<file path="src/rtl/lzn_pkg.sv">
// Package: shared constants and offset helpers for the normalization encoder.
// Assumes the mantissa width is a power of two, at least 2.
package lzn_pkg;

    localparam int MANT_W_DEF = 32;

    // Number of merge nodes at tree level lvl (level 1 = leaf pairs).
    function automatic int lvl_nodes(input int w, input int lvl);
        return w >> lvl;
    endfunction

    // Bit offset of level lvl inside the flattened node-valid vector.
    function automatic int v_off(input int w, input int lvl);
        int acc;
        acc = 0;
        for (int k = 1; k < lvl; k++) acc += (w >> k);
        return acc;
    endfunction

    // Bit offset of level lvl inside the flattened node-count vector;
    // nodes of level k carry k count bits.
    function automatic int c_off(input int w, input int lvl);
        int acc;
        acc = 0;
        for (int k = 1; k < lvl; k++) acc += (w >> k) * k;
        return acc;
    endfunction

endpackage

</file>
<file path="src/rtl/lzn_condition.sv">
// Module: lzn_condition
// Conditions the mantissa for the search by XOR with the sign, so that
// the first significant digit always shows up as a 1. Purely combinational;
// the raw word is not touched here and is routed separately by the top.
module lzn_condition #(
    parameter int MANT_W = lzn_pkg::MANT_W_DEF
) (
    input  logic [MANT_W-1:0] raw_mant,
    input  logic              sign,
    output logic [MANT_W-1:0] cond_mant
);

    // One XOR per bit: invert every position when the sign is set.
    for (genvar b = 0; b < MANT_W; b++) begin : g_bit
        assign cond_mant[b] = raw_mant[b] ^ sign;
    end

endmodule

</file>
<file path="src/rtl/lzn_lzc_tree.sv">
// Module: lzn_lzc_tree
// Leading-zero counter built as a balanced tree of merge nodes.
// Level 1 looks at bit pairs; each higher level merges two neighbours,
// taking the left (more significant) count when the left half holds a one,
// otherwise the right count with the half-width bit set. With no one at all
// every select falls to the right and the count reads all ones.
// Assumes MANT_W is a power of two, at least 2. Combinational.
module lzn_lzc_tree #(
    parameter int MANT_W = lzn_pkg::MANT_W_DEF,
    localparam int CNT_W = $clog2(MANT_W)
) (
    input  logic [MANT_W-1:0] vec,
    output logic [CNT_W-1:0]  lz_count,
    output logic              all_zero
);

    localparam int V_TOT = lzn_pkg::v_off(MANT_W, CNT_W + 1);
    localparam int C_TOT = lzn_pkg::c_off(MANT_W, CNT_W + 1);

    logic [V_TOT-1:0] node_v;  // per-node "contains a one"
    logic [C_TOT-1:0] node_c;  // per-node leading-zero count

    // Leaf level: each node inspects one bit pair, node 0 being the top pair.
    for (genvar i = 0; i < MANT_W / 2; i++) begin : g_leaf
        localparam int VO = lzn_pkg::v_off(MANT_W, 1);
        localparam int CO = lzn_pkg::c_off(MANT_W, 1);
        assign node_v[VO + i] = vec[MANT_W-1-2*i] | vec[MANT_W-2-2*i];
        assign node_c[CO + i] = ~vec[MANT_W-1-2*i];
    end

    // Merge levels: node i of level L combines nodes 2i and 2i+1 of L-1.
    for (genvar L = 2; L <= CNT_W; L++) begin : g_lvl
        localparam int PV = lzn_pkg::v_off(MANT_W, L - 1);
        localparam int PC = lzn_pkg::c_off(MANT_W, L - 1);
        localparam int VO = lzn_pkg::v_off(MANT_W, L);
        localparam int CO = lzn_pkg::c_off(MANT_W, L);
        for (genvar i = 0; i < lzn_pkg::lvl_nodes(MANT_W, L); i++) begin : g_node
            logic         lv, rv;
            logic [L-2:0] lc, rc;
            assign lv = node_v[PV + 2*i];
            assign rv = node_v[PV + 2*i + 1];
            assign lc = node_c[PC + (2*i)*(L-1) +: L-1];
            assign rc = node_c[PC + (2*i+1)*(L-1) +: L-1];
            assign node_v[VO + i]      = lv | rv;
            assign node_c[CO + i*L +: L] = lv ? {1'b0, lc} : {1'b1, rc};
        end
    end

    assign lz_count = node_c[lzn_pkg::c_off(MANT_W, CNT_W) +: CNT_W];
    assign all_zero = ~node_v[lzn_pkg::v_off(MANT_W, CNT_W)];

endmodule

</file>
<file path="src/rtl/lzn_out_reg.sv">
// Module: lzn_out_reg
// Output stage: captures count, flag and raw mantissa together when the
// input is qualified, holds them otherwise. Synchronous active-low reset.
module lzn_out_reg #(
    parameter int MANT_W = lzn_pkg::MANT_W_DEF,
    localparam int CNT_W = $clog2(MANT_W)
) (
    input  logic              clk,
    input  logic              rst_n,
    input  logic              load,
    input  logic [MANT_W-1:0] d_mant,
    input  logic [CNT_W-1:0]  d_count,
    input  logic              d_none,
    output logic              q_valid,
    output logic [MANT_W-1:0] q_mant,
    output logic [CNT_W-1:0]  q_count,
    output logic              q_none
);

    // Valid flag: follows the load strobe by one clock.
    always_ff @(posedge clk) begin
        if (!rst_n) q_valid <= 1'b0;
        else        q_valid <= load;
    end

    // Result payload: loaded on a qualified input, held otherwise.
    always_ff @(posedge clk) begin
        if (!rst_n) begin
            q_mant  <= '0;
            q_count <= '0;
            q_none  <= 1'b0;
        end else if (load) begin
            q_mant  <= d_mant;
            q_count <= d_count;
            q_none  <= d_none;
        end
    end

endmodule

</file>
<file path="src/rtl/lzn_norm_encoder.sv">
// Module: lzn_norm_encoder (top)
// Sign-aware leading-digit normalization encoder. Conditions the mantissa
// with the sign, searches it with a leading-zero tree and registers the
// count, the no-significant-bit flag and the untouched mantissa.
// Assumes MANT_W is a power of two; one cycle latency.
module lzn_norm_encoder #(
    parameter int MANT_W = lzn_pkg::MANT_W_DEF,
    localparam int CNT_W = $clog2(MANT_W)
) (
    input  logic              clk,
    input  logic              rst_n,
    input  logic              in_valid,
    input  logic [MANT_W-1:0] in_mant,
    input  logic              in_sign,
    output logic              out_valid,
    output logic [MANT_W-1:0] out_mant,
    output logic [CNT_W-1:0]  out_count,
    output logic              out_none
);

    logic [MANT_W-1:0] cond_mant;
    logic [CNT_W-1:0]  lz_count;
    logic              all_zero;

    lzn_condition #(.MANT_W(MANT_W)) u_cond (
        .raw_mant  (in_mant),
        .sign      (in_sign),
        .cond_mant (cond_mant)
    );

    lzn_lzc_tree #(.MANT_W(MANT_W)) u_tree (
        .vec      (cond_mant),
        .lz_count (lz_count),
        .all_zero (all_zero)
    );

    lzn_out_reg #(.MANT_W(MANT_W)) u_oreg (
        .clk     (clk),
        .rst_n   (rst_n),
        .load    (in_valid),
        .d_mant  (in_mant),
        .d_count (lz_count),
        .d_none  (all_zero),
        .q_valid (out_valid),
        .q_mant  (out_mant),
        .q_count (out_count),
        .q_none  (out_none)
    );

endmodule

</file>
<file path="config.mk">
export PLATFORM = sky130hd
export DESIGN_NAME = lzn_norm_encoder
export DESIGN_NICKNAME = d
export VERILOG_FILES = /design/src/rtl/lzn_pkg.sv /design/src/rtl/lzn_condition.sv /design/src/rtl/lzn_lzc_tree.sv /design/src/rtl/lzn_out_reg.sv /design/src/rtl/lzn_norm_encoder.sv
export SDC_FILE = /design/constraint.sdc
export NUM_CORES = 1
export LEC_CHECK = 0
export BUFFER_PORTS_ARGS = -buffer_cell sky130_fd_sc_hd__buf_2
export CAP_MARGIN = 40
export CORE_ASPECT_RATIO = 0.7
export CORE_UTILIZATION = 45
export CTS_BUF_LIST = sky130_fd_sc_hd__clkbuf_4
export DETAILED_ROUTE_END_ITERATION = 16
export MAX_ROUTING_LAYER = met4
export PLACE_DENSITY = 0.73
export SYNTH_ARGS = -nofsm -noshare
export SYNTH_HDL_FRONTEND = slang
export SYNTH_SLANG_ARGS = --single-unit
</file>
<file path="constraint.sdc">
create_clock -name clk -period 2.4 [get_ports clk]
set_clock_uncertainty 0.2 [all_clocks]
set_input_delay 0.36 -clock clk [delete_from_list [all_inputs] [get_ports clk]]
set_output_delay 0.36 -clock clk [all_outputs]
set_load 0.005 [all_outputs]
</file>
* Word-level counts from Yosys, hierarchy flattened
Index checks and enable logic that the tools add are counted.
Word-level totals: bits in registers 39
Operators by class: bitwise operators 80, multiplexer cells 15
Operators with widths (count):
- $xor 1x1->1 | 32
- $or 1x1->1 | 31
- $not 1->1 | 17
- $mux 2 | 8
- $mux 3 | 4
- $mux 4 | 2
- $mux 5 | 1

* Logic depth before layout (Yosys ltp)
depth after elaboration 7, gate-level depth with buffers 8, gate-level depth less buffers 6

* Modules after synthesis
A second synthesis with hierarchy kept.
Second synthesis, totals: cells, all modules 218, area total of the unflattened synthesis 2178.3 µm²
Modules (own cells, without submodules):
- lzn_out_reg | times used 1, sequential area each 780.7 µm², cells an instance 125, area each 1478.9 µm²
- lzn_condition | times used 1, sequential area each 0.0 µm², cells an instance 36, area each 351.6 µm²
- lzn_lzc_tree | times used 1, sequential area each 0.0 µm², cells an instance 57, area each 347.8 µm²

* Least setup slack after synthesis
No wires, ideal clock.
path kind input to register, start point input in_mant[30], end point register u_oreg.q_count[1], stages 7, slack 0.392 ns, data required time 2.083 ns, data arrival time 1.690 ns, library setup time 0.117 ns, cell sequence buf_6 or4_4 o22ai_4 nand2_4 nor2_4 o211ai_2 a32o_1
On the way: cells in the longest elaborated chain, start to end 6
Ends and longest elaborated chain:
- start, declared | RTL line lzn_norm_encoder.sv:13 | input logic [MANT_W-1:0] in_mant,
- $xor 1x1->1 (*) | RTL line lzn_condition.sv:15 | assign cond_mant[b] = raw_mant[b] ^ sign;
- $or 1x1->1 (*) | RTL line lzn_lzc_tree.sv:27 | assign node_v[VO + i] = vec[MANT_W-1-2*i] | vec[MANT_W-2-2*i];
- $mux 2 / $or 1x1->1 (equally long branches) | RTL line lzn_lzc_tree.sv:45, lzn_lzc_tree.sv:44
- $mux 3 / $or 1x1->1 (equally long branches) | RTL line lzn_lzc_tree.sv:45, lzn_lzc_tree.sv:44
- $mux 4 / $or 1x1->1 (equally long branches) | RTL line lzn_lzc_tree.sv:45, lzn_lzc_tree.sv:44
- $mux 5 (*) | RTL line lzn_lzc_tree.sv:45 | assign node_c[CO + i*L +: L] = lv ? {1'b0, lc} : {1'b1, rc};
- end signal, assigned | RTL line lzn_out_reg.sv:34 | q_count <= d_count;
- end, declared | RTL line lzn_out_reg.sv:16 | output logic [CNT_W-1:0] q_count,
Mark *: on every way between the ends. The rest lies on a longest branch, timed or not. A chain may end at the register's enable or synchronous reset.

* Worst setup path in the final report
start point input in_mant[24], end point register u_oreg.q_count[1]
On the way: cells in the longest elaborated chain, start to end 6
Ends and longest elaborated chain:
- $xor 1x1->1 (*) | RTL line lzn_condition.sv:15
- $or 1x1->1 (*) | RTL line lzn_lzc_tree.sv:27
- $or 1x1->1 (*) (2 in a row) | RTL line lzn_lzc_tree.sv:44 | assign node_v[VO + i] = lv | rv;
- $mux 4 / $or 1x1->1 (equally long branches) | RTL line lzn_lzc_tree.sv:45, lzn_lzc_tree.sv:44
- $mux 5 (*) | RTL line lzn_lzc_tree.sv:45
Marked as above.

==> results.md <==
- The number of buffers added by the clock tree synthesis step is 5.
- The remaining design rule violation count is 0.
- The library cell occupying the most area in the post-synthesis netlist is sky130_fd_sc_hd__dfxtp_1.
- For this design the top-level I/O count stands at 75.
- The headroom to the max-slew limit is 71.5%.
- The number of nets still failing antenna checks after routing is 0.
- The clock slew at the register clock pins of the worst setup and hold paths is 0.11 ns.
- The clock latency on the worst-skew pair is around 0.34 ns.
- The first global-routing pass estimated 8.35 mm of wire.
- After detailed routing, the number of vias per cell comes to ~5.4.
- The minimum clock period after layout is 1.82 ns.
- The sequential share of the synthesized area is 36.0%.
- The floorplan step set the die height to 60.1 um.
- The cell area that synthesis handed to floorplanning was 2170 um2.
- The number of instances on the worst hold path is 3.
- In this run the worst hold path is classified as in2reg.
- The total congestion overflow is 0.
- The count of buffer and inverter cells on the critical path is 1.
- The global-route total usage across every layer is between 20% and 30%.
- The transition time at the pin with the least slew margin is ~0.43 ns.
- The category of the critical setup timing path is in2reg.
- The fraction of registers with async set or reset after synthesis is 0%.
- Among all cell types in the netlist, the one instantiated most often is sky130_fd_sc_hd__dfxtp_1.
- The number of DRC violations after detailed-routing iteration 0 is 75.
- In this run the mean area of a mapped cell was 8.65 um2.
- The detailed placement HPWL is ~3.8 mm.
- Broken down by cell family, the worst path's largest delay share belongs to simple AND/OR/NAND/NOR gates.
- Synthesis produced approximately 250 cells.
- Across the run, the number of max-cap violations was 0.
- The number of cells on the critical path is 7.
- At the end of routability-driven placement, the weighted congestion stood at 0.815.
- The post-layout worst setup margin is 0.585 ns.
- The number of diodes is 0.
- The starting utilization of the core area is 48.5%.
- The pre-CTS worst setup slack is 0.216 ns.
- The total nets after synthesis is 287.
- The launch point of the worst path is in_mant[24].
- The number of antenna violations at the first check in global routing is 0.
- The total wire length after detailed routing is a little over 5 mm.
- The post-synthesis cell type count is 45.
- In the final design database the tool counted 360 nets.
- The largest fanout on the critical path is 5.
- The flow ran to the end, and the final reports show no timing, DRC or antenna violations.
- The worst setup path is launched from an input pin.
- In the post-synthesis netlist, the biggest area contributors are sky130_fd_sc_hd__dfxtp_1, sky130_fd_sc_hd__mux2i_1, sky130_fd_sc_hd__nor2b_1.
- The delay of the slowest cell on the worst path is 0.53 ns.
- The final cycle utilization of the critical path is 75.6%.
- The critical path goes through buf_2, or4_1, o22ai_2, nand2_4, nor2_4, o211ai_2, a32o_1.
- The worst-path cell with the longest stage delay is sky130_fd_sc_hd__or4_1.
- The leakage power is 1.22 nW.
- The maximum resistive drop on vdd is 273 uV.
- The clock net sink count is 39.
- For the worst setup path, the data required time is 2.45 ns.
- STA puts the critical path data arrival time at 1.86 ns.
- Buffers added to address setup during post-CTS repair amount to 0.
- The floorplan step defined a core boundary enclosing 4480 um2.
- Dividing the detail-routed wire length by the instance count gives approximately 13 um.
- Gates resized during post-CTS repair numbered 0.
- The dominant synthesized flop cell is sky130_fd_sc_hd__dfxtp_1.
- For this block, the via count after detailed routing is 2058.
- Of the post-synthesis cell area, the dominant cell type holds approximately 36%.
- The launch instance of the worst register-to-register path is u_oreg.q_count[1].
- The via count of the first global-routing pass was 1810.
- The clock passes through at most 2 buffers.
- The setup-violating endpoint count in the final report is 0.
- In this run the most critical hold path is launched from in_mant[0].
- TritonCTS built the clock tree.
- The power per unit of standard cell area is approximately 490 nW/um2.
- The H-tree was split into 2 levels.
- The number of cells on the worst reg-to-reg path is 2.
- Relative to the synthesized area, the layout overhead comes to 22.0%.
- The setup check on the worst reg-to-reg path leaves a slack of about 1.4 ns.
- The die width is 85.0 um.
- The max-slew violation count is 0.
- Setup repair after global routing left no endpoint under its margin.
- The number of detailed-routing iterations run before antenna repair is 4.
- The fraction of layout cells with a size suffix above 1 is 28.6%.
- Entering global routing, the biggest net connects 29 pins.
- The cts-stage hold buffer count is 0.
- The total negative slack is 0 ns.
- Yosys mapped a number of flops with a built-in enable equal to 0.
- The die covers 5110 um2.
- The buffer type at the clock tree root is sky130_fd_sc_hd__clkbuf_4.
- The row count is 20.
- STA classifies the critical path endpoint as a flip-flop.
- Counting instances in the post-synthesis netlist gives the leading cell types as sky130_fd_sc_hd__dfxtp_1, sky130_fd_sc_hd__nor2b_1, sky130_fd_sc_hd__mux2i_1, sky130_fd_sc_hd__nand3_1, sky130_fd_sc_hd__nor2_1.
- Counting flops and latches in the post-synthesis netlist gives 39.
- Total power for the finished layout comes to 0.00130 W.
- The final-report hold violation count came to 0.
- The warning count from the yosys run is 0.
- The quantity of I/O buffers inserted on ports is 74.
- The maximum clock rate is 0.551 GHz.
-- cells by family after synthesis --
logic type             after synthesis  synth area share, %
AND/OR/NAND/NOR                    110                 28.8
AO/OA/AOI/OAI                       47                 15.5
flip-flops                          39                 36.0
multiplexers                        33                 15.2
buffers and inverters               21                 4.15
XOR/XNOR                             1                0.404
-- cells in the final DEF (no fill, tap or decap), drive strengths merged --
master and n:
and3b 1, o21ai 9, o21a 1, dfxtp 39, o22ai 6, or3 3, inv 6, o221ai 3
nor3 7, nand2 13, clkbuf 6, nand3 14, nor2 14, o311ai 1, buf 81, a221oi 2
nand4 3, o211ai 4, a31oi 2, o21bai 1, or4 5, o311a 1, a211o 1, a21boi 3
and3 4, nor4 1, nor3b 2, nand2b 2, a32o 1, xor2 1, and2 3, a22o 1
clkinv 2, o32ai 1, nor2b 38, a21oi 10, mux2i 33
-- routing by layer --
metal,global-route usage [%],wire [um],vias up,share of wire (%)
met5,-,0,-,0
met4,7.02,65,0,1.3
met3,4.97,308,9,6.1
met2,32.9,2050,63,40
met1,28.2,2650,932,52
li1,-,-,1054,-
-- through the flow --
| step | hold slack [ns] | utilization (%) | area (um2) | std cells |
|---|---|---|---|---|
| after floorplan | 0.262 | - | 2170 | 251 |
| after global placement | 0.257 | 57.9 | 2590 | 372 |
| after detailed placement | 0.264 | 57.9 | 2590 | 372 |
| after CTS | 0.0875 | 59.1 | 2650 | 380 |
| after global routing | 0.114 | 59.1 | 2650 | 380 |
| final | 0.102 | 59.1 | 2650 | 380 |
-- tightest hold or removal path: stages --
cell and delay, ns:
sky130_fd_sc_hd__buf_2 0.10, sky130_fd_sc_hd__mux2i_1 0.06, sky130_fd_sc_hd__nor2b_1 0.09
-- cell type report --
type	count	area, um2
Clock buffer	6	45.0
Fill cell	435	1830
Clock inverter	2	7.51
Inverter	6	22.5
Timing Repair Buffer	81	423
Tap cell	55	68.8
Sequential cell	39	781
Multi-Input combinational cell	191	1300
-- report_power, final --
group	internal [W]	leakage (nW)	switching, W	total (W)
clock network	0.000120	0.0307	0.000213	0.000333
logic	0.000124	0.871	0.000142	0.000265
registers	0.000683	0.321	0.0000167	0.000699
total	0.000926	1.22	0.000371	0.00130
-- flip-flops by register name, indices dropped and copies added (netlist names) --
signal	flops
u_oreg.q_valid	1
u_oreg.q_none	1
u_oreg.q_mant	32
u_oreg.q_count	5
-- final timing paths --
path                  endpoint
max          u_oreg.q_count[1]
min           u_oreg.q_mant[0]
max reg2reg  u_oreg.q_count[1]
min reg2reg      u_oreg.q_none
Note: power is estimated with default switching activity, not from simulation.
